## src/rtl/irq_mask_pkg.sv

```systemverilog
package irq_mask_pkg;

  // Strobes from the control section to the datapath and lockout logic.
  typedef struct packed {
    logic maskWr;     // load write data into mask
    logic maskPop;    // load restore data into mask
    logic maskClr;    // clear mask (push)
    logic geSet;      // set global enable
    logic geClr;      // clear global enable
    logic lockStart;  // start post-push lockout
  } irqStrobes_t;

endpackage

```

## src/rtl/irq_mask_ctrl.sv

```systemverilog
module irq_mask_ctrl
  import irq_mask_pkg::*;
#(
  parameter int LOCK_CYCLES = 2
) (
  input  logic        clk,
  input  logic        rstN,
  input  logic        maskWrEn,
  input  logic        pushCmd,
  input  logic        popCmd,
  input  logic        globEnCmd,
  input  logic        globDisCmd,
  output irqStrobes_t stb,
  output logic        globEn,
  output logic        lockActive
);

  localparam int LW = $clog2(LOCK_CYCLES + 1);

  logic          geQ;
  logic [LW-1:0] lockCnt;

  // Command decode: push > pop > write; disable > enable.
  always_comb begin
    stb           = '0;
    stb.maskClr   = pushCmd;
    stb.maskPop   = popCmd && !pushCmd;
    stb.maskWr    = maskWrEn && !pushCmd && !popCmd;
    stb.geClr     = globDisCmd;
    stb.geSet     = globEnCmd && !globDisCmd;
    stb.lockStart = pushCmd;
  end

  always_ff @(posedge clk or negedge rstN) begin
    if (!rstN) begin
      geQ <= 1'b0;
    end else if (stb.geClr) begin
      geQ <= 1'b0;
    end else if (stb.geSet) begin
      geQ <= 1'b1;
    end
  end

  // Lockout window counter, reloaded on each push.
  always_ff @(posedge clk or negedge rstN) begin
    if (!rstN) begin
      lockCnt <= '0;
    end else if (stb.lockStart) begin
      lockCnt <= LW'(LOCK_CYCLES);
    end else if (lockCnt != '0) begin
      lockCnt <= lockCnt - 1'b1;
    end
  end

  assign globEn     = geQ;
  assign lockActive = (lockCnt != '0);

endmodule

```

## src/rtl/irq_mask_dp.sv

```systemverilog
module irq_mask_dp
  import irq_mask_pkg::*;
#(
  parameter int                NUM_SRC   = 8,
  parameter int                SH_W      = 8,
  parameter logic [NUM_SRC-1:0] RSVD_BITS = 'hC0,
  parameter int                IW        = $clog2(NUM_SRC)
) (
  input  logic               clk,
  input  logic               rstN,
  input  irqStrobes_t        stb,
  input  logic [NUM_SRC-1:0] maskWrData,
  input  logic [NUM_SRC-1:0] restoreData,
  input  logic               globEn,
  input  logic               lockActive,
  input  logic [NUM_SRC-2:0] srcPend,
  input  logic [SH_W-1:0]    shEvent,
  input  logic               shMaskWrEn,
  input  logic [SH_W-1:0]    shMaskWrData,
  input  logic               shPendClrEn,
  input  logic [SH_W-1:0]    shPendClrData,
  output logic [NUM_SRC-1:0] saveData,
  output logic [NUM_SRC-1:0] maskOut,
  output logic [SH_W-1:0]    shMaskOut,
  output logic [SH_W-1:0]    shPendOut,
  output logic [NUM_SRC-1:0] reqVec,
  output logic               reqValid,
  output logic [IW-1:0]      grantIdx
);

  localparam logic [NUM_SRC-1:0] KEEP = ~RSVD_BITS;

  logic [NUM_SRC-1:0] maskQ;
  logic [SH_W-1:0]    shMaskQ;
  logic [SH_W-1:0]    shPendQ;
  logic [SH_W-1:0]    clrPat;
  logic               sharedLine;
  logic [NUM_SRC-1:0] effPend;
  logic               gateOpen;

  // First-level mask register.
  always_ff @(posedge clk or negedge rstN) begin
    if (!rstN) begin
      maskQ <= '0;
    end else if (stb.maskClr) begin
      maskQ <= '0;
    end else if (stb.maskPop) begin
      maskQ <= restoreData & KEEP;
    end else if (stb.maskWr) begin
      maskQ <= maskWrData & KEEP;
    end
  end

  // Second-level mask and pending pair.
  assign clrPat = shPendClrEn ? shPendClrData : '0;

  always_ff @(posedge clk or negedge rstN) begin
    if (!rstN) begin
      shMaskQ <= '0;
      shPendQ <= '0;
    end else begin
      if (shMaskWrEn) shMaskQ <= shMaskWrData;
      shPendQ <= (shPendQ & ~clrPat) | shEvent;
    end
  end

  assign sharedLine = |(shPendQ & shMaskQ);

  // Effective pending vector: bit 0 shared, others dedicated.
  for (genvar g = 0; g < NUM_SRC; g++) begin : g_pend
    if (g == 0) begin : g_shared
      assign effPend[g] = sharedLine;
    end else begin : g_direct
      assign effPend[g] = srcPend[g-1];
    end
  end

  assign gateOpen = globEn && !lockActive;
  assign reqVec   = gateOpen ? (effPend & maskQ) : '0;
  assign reqValid = |reqVec;

  // Highest-numbered winner.
  always_comb begin
    grantIdx = '0;
    for (int i = 0; i < NUM_SRC; i++) begin
      if (reqVec[i]) grantIdx = IW'(i);
    end
  end

  assign saveData  = maskQ;
  assign maskOut   = maskQ;
  assign shMaskOut = shMaskQ;
  assign shPendOut = shPendQ;

endmodule

```

## src/rtl/irq_mask_unit.sv

```systemverilog
module irq_mask_unit
  import irq_mask_pkg::*;
#(
  parameter int                NUM_SRC     = 8,
  parameter int                SH_W        = 8,
  parameter logic [NUM_SRC-1:0] RSVD_BITS   = 'hC0,
  parameter int                LOCK_CYCLES = 2,
  parameter int                IW          = $clog2(NUM_SRC)
) (
  input  logic               clk,
  input  logic               rstN,
  input  logic               maskWrEn,
  input  logic [NUM_SRC-1:0] maskWrData,
  input  logic               globEnCmd,
  input  logic               globDisCmd,
  input  logic               pushCmd,
  input  logic               popCmd,
  input  logic [NUM_SRC-1:0] restoreData,
  input  logic [NUM_SRC-2:0] srcPend,
  input  logic [SH_W-1:0]    shEvent,
  input  logic               shMaskWrEn,
  input  logic [SH_W-1:0]    shMaskWrData,
  input  logic               shPendClrEn,
  input  logic [SH_W-1:0]    shPendClrData,
  output logic [NUM_SRC-1:0] saveData,
  output logic               saveValid,
  output logic [NUM_SRC-1:0] maskOut,
  output logic               globEnOut,
  output logic [SH_W-1:0]    shMaskOut,
  output logic [SH_W-1:0]    shPendOut,
  output logic [NUM_SRC-1:0] reqVec,
  output logic               reqValid,
  output logic [IW-1:0]      grantIdx
);

  irqStrobes_t stb;
  logic        globEn;
  logic        lockActive;

  irq_mask_ctrl #(
    .LOCK_CYCLES(LOCK_CYCLES)
  ) u_ctrl (
    .clk        (clk),
    .rstN       (rstN),
    .maskWrEn   (maskWrEn),
    .pushCmd    (pushCmd),
    .popCmd     (popCmd),
    .globEnCmd  (globEnCmd),
    .globDisCmd (globDisCmd),
    .stb        (stb),
    .globEn     (globEn),
    .lockActive (lockActive)
  );

  irq_mask_dp #(
    .NUM_SRC   (NUM_SRC),
    .SH_W      (SH_W),
    .RSVD_BITS (RSVD_BITS),
    .IW        (IW)
  ) u_dp (
    .clk           (clk),
    .rstN          (rstN),
    .stb           (stb),
    .maskWrData    (maskWrData),
    .restoreData   (restoreData),
    .globEn        (globEn),
    .lockActive    (lockActive),
    .srcPend       (srcPend),
    .shEvent       (shEvent),
    .shMaskWrEn    (shMaskWrEn),
    .shMaskWrData  (shMaskWrData),
    .shPendClrEn   (shPendClrEn),
    .shPendClrData (shPendClrData),
    .saveData      (saveData),
    .maskOut       (maskOut),
    .shMaskOut     (shMaskOut),
    .shPendOut     (shPendOut),
    .reqVec        (reqVec),
    .reqValid      (reqValid),
    .grantIdx      (grantIdx)
  );

  assign saveValid = pushCmd;
  assign globEnOut = globEn;

endmodule

```

## config.mk

```make
export PLATFORM = sky130hd
export DESIGN_NAME = irq_mask_unit
export DESIGN_NICKNAME = d
export VERILOG_FILES = /design/src/rtl/irq_mask_pkg.sv /design/src/rtl/irq_mask_ctrl.sv /design/src/rtl/irq_mask_dp.sv /design/src/rtl/irq_mask_unit.sv
export SDC_FILE = /design/constraint.sdc
export NUM_CORES = 1
export LEC_CHECK = 0
export ABC_AREA = 0
export CAP_MARGIN = 40
export CELL_PAD_IN_SITES_DETAIL_PLACEMENT = 0
export CELL_PAD_IN_SITES_GLOBAL_PLACEMENT = 1
export CORE_MARGIN = 1
export CORE_UTILIZATION = 22
export DETAILED_ROUTE_END_ITERATION = 8
export PLACE_DENSITY_LB_ADDON = 0.25
export RECOVER_POWER = 25
export SYNTH_ARGS = -nofsm -noshare
export SYNTH_HDL_FRONTEND = slang
export SYNTH_SLANG_ARGS = --single-unit
```

## constraint.sdc

```tcl
create_clock -name clk -period 1.7 [get_ports clk]
set_input_delay 0.17 -clock clk [delete_from_list [all_inputs] [get_ports clk]]
set_output_delay 0.17 -clock clk [all_outputs]
set_load 0.01 [all_outputs]
```

==> impl_metrics.ini <==
[timing]
relSlewSlack = 0.5785
rsz0062_at_grt = true
slew_violations = 0
finalSetupViolCount = 1
period_needed_ps = 2026
max_freq_ghz = 0.4935
finClkSkew_ps = 0.04360
worst_slew_pin_slew_ps = 632.3
post-route-period-util = 1.192
hold_viol = 0
setup_ws_ps = -326.4

[logic_synthesis]
synthFlopType = dfrtp_1
ys_warn_count = 0
async_flop_share = 1.000
yosysSeqAreaShare = 0.4975
synth_seq_cells = 25
synth_top_area_frac = 0.4975
syn_inst = 125
synth.area.top_cells = dfrtp_1 50%, buf_4 7.8%, mux2_2 7.2%
avgSynthCellArea_um2 = 10.06
synth_cell_types = 24
yosys.area.top_type = dfrtp_1
synth_edf_count = 0
synth_area_mm2 = 0.001257

[die]
die_x_um = 77.60
die_y_um = 77.60
start_util = 0.2284
rows = 27
die_area_mm2 = 0.006022
io_pins = 102
core_mm2 = 0.005507

[drt]
route.met3.wl_um = 312
wl_per_cell_um = 11.45
wl_met1_um = 1767
dr.pass1.iters = 2
remaining_drc_errors = 0
ant_nets = 0
wirelength_um = 3596
viasPerCell = 3.971
top_layer = met4
via_count = 1247
drt_iter0_markers = 10
dr_wl_met2_um = 1505

[clock_network]
clk_path_buf_depth = 2
cts_tree = built
clk_pin_slew_ps = 80
cts_max_level = 1
cts_root_buffer = clkbuf_8
clock_sinks = 25
numCtsBuffers = 3
ctsHoldBuffers = 0
clock_latency_ps = 260

[global_routing]
track_usage = 0.1236
grt_pass1_wl_um = 5947
grt_start_max_net_pins = 26
antenna_found_initial = 0
gr-total-overflow = 0
grt_pass1_vias = 1283

[placement]
dp_cells = 307
io_buffers = 89
dp_hpwl_um = 2833
dpl_worst_slack_ps = -428.7
place_congestion = 0.7450

[layout]
nets = 300
areaGrowthSynthToFinish_pct = 98.51
diodes = 0
fillCellCount = 543
fin_cells = 314
drive_gt1_frac = 0.2769

[outcome]
violations = negative setup slack
outcome = finished with violations

[power]
combinationalPowerShare = 0.387
vdd_drop_max_uv = 324.1
power.internal_w = 0.001230
power.switching_w = 0.0004564
power_frac_clock = 0.202
switching_share = 0.2707
power.total_w = 0.001686
pwr-share-seq = 0.411
p_leak_nw = 1.124
powerDensity_mw_per_mm2 = 675.5

[setup_path]
cp_max_fo = 2
critPathSlowestCell = or4_4
required_ps = 1530
crit_path_start_kind = register
path_cells = a22o_1 -> a221oi_2 -> a31oi_2 -> or4_4 -> buf_6
crit_type = reg -> out
endpoint_kind = output pin
cp.arrival_ps = 1860
crit_path_max_incr_delay_ps = 500

[run]
maxCapViolations = 0

[min_path]
worstHoldPathType = in -> reg
[cells in the mapped netlist (2+ instances only)]
| cell | count |
|---|---|
| dfrtp_1 | 25 |
| nor2_1 | 20 |
| nand2_1 | 15 |
| buf_4 | 13 |
| a21oi_1 | 9 |
| mux2_2 | 8 |
| a21o_1 | 7 |
| mux2i_1 | 7 |
| clkbuf_1 | 5 |
| inv_1 | 2 |
[power by group through the flow]
| stage | registers, W | logic, W | clock network (W) |
|---|---|---|---|
| 6_report | 0.000694 | 0.000653 | 0.000340 |
| 4_1_cts | 0.000694 | 0.000659 | 0.000362 |
| 3_5_place_dp | 0.000701 | 0.000611 | 0 |
| 3_3_place_gp | 0.000700 | 0.000604 | 0 |
| 2_1_floorplan | 0.000731 | 0.000213 | 0 |
| 5_1_grt | 0.000701 | 0.000716 | 0.000382 |
[layout make-up]
class	instances	area, µm²	area share
clock buffer	4	45.04	0.01805
inverter	2	7.507	0.003008
multi-input combinational	85	579.3	0.2321
sequential	25	625.6	0.2506
tap	72	90.09	0.03609
timing repair buffer	126	1149	0.4602
[registers in the layout, indices dropped and copies added (netlist names)]
signal          count
u_dp.shMaskOut      8
u_ctrl.globEn       1
u_ctrl.lockCnt      2
u_dp.shPendOut      8
u_dp.maskOut        6
[cell usage in the layout, fill, tap and decap left out, drive strengths merged, types with 2 or more instances in the layout]
| cell type | Yosys | final |
|---|---|---|
| clkbuf | 5 | 9 |
| a21oi | 9 | 9 |
| nand2 | 15 | 15 |
| dlygate4sd2 | 0 | 2 |
| buf | 13 | 38 |
| nor2 | 20 | 20 |
| conb | 1 | 6 |
| mux2 | 8 | 8 |
| clkdlybuf4s50 | 0 | 78 |
| dfrtp | 25 | 25 |
| mux2i | 7 | 7 |
| a21o | 8 | 8 |
| inv | 2 | 2 |
| a22oi | 2 | 2 |
[metal layers]
| metal | GRT usage | vias to the layer above |
|---|---|---|
| li1 | - | 638 |
| met2 | 0.1982 | 68 |
| met3 | 0.02706 | 2 |
| met4 | 0.02830 | 0 |
| met1 | 0.1687 | 539 |
| met5 | 0 | - |
[critical path, delay by kind of cell (launching register included)]
kind / cells / cell delay (ps)
AO/OA/AOI/OAI: 3 / 590
buffers and inverters: 1 / 130
flip-flops: 1 / 380
AND/OR/NAND/NOR: 1 / 500
[per-stage QoR]
stage,hold WS (ps),util,instance area [µm²],setup TNS [ps]
after floorplan,-125.6,-,1280,0
after global placement,562.6,0.4358,2400,-677.5
after detailed placement,563.8,0.4358,2400,-736.8
after CTS,271.0,0.4517,2487,-597.2
after global routing,424.5,0.4533,2496,-495.1
final,430.9,0.4533,2496,-326.4
[kinds of logic (layout without fill, tap and decap cells)]
family | count (synthesis) | after routing | share of synthesized area
buffers and inverters | 20 | 132 | 0.09851
AO/OA/AOI/OAI | 23 | 23 | 0.1323
XOR/XNOR | 1 | 1 | 0.006966
multiplexers | 15 | 15 | 0.1274
AND/OR/NAND/NOR | 39 | 39 | 0.1244
other | 1 | 6 | 0.002982
flip-flops | 25 | 25 | 0.4975
adder cells (fa/ha/maj) | 1 | 1 | 0.009949
[worst paths after layout]
path	from	endpoint	slack, ps	cells past startpoint
min	globDisCmd	u_ctrl.globEn$_DFFE_PN0P_	430	2
min in group asynchronous	rstN	u_dp.shMaskOut[3]$_DFFE_PN0P_	450	2
max reg2reg	u_ctrl.lockCnt[0]$_DFFE_PN0P_	u_ctrl.lockCnt[1]$_DFFE_PN0P_	500	5
max	u_dp.shPendOut[6]$_DFF_PN0_	reqValid	-330	5
min reg2reg	u_dp.shPendOut[0]$_DFF_PN0_	u_dp.shPendOut[0]$_DFF_PN0_	600	2
max in group asynchronous	rstN	u_dp.maskOut[3]$_DFFE_PN0P_	840	2
[timing repair]
| action | CTS | global route |
|---|---|---|
| gates resized for setup | 26 | 13 |
| endpoints found under the setup margin | 10 | 8 |
| pin swaps | 2 | 3 |
| setup buffers | 2 | 2 |
No activity file was read; power rests on OpenSTA's default activity.
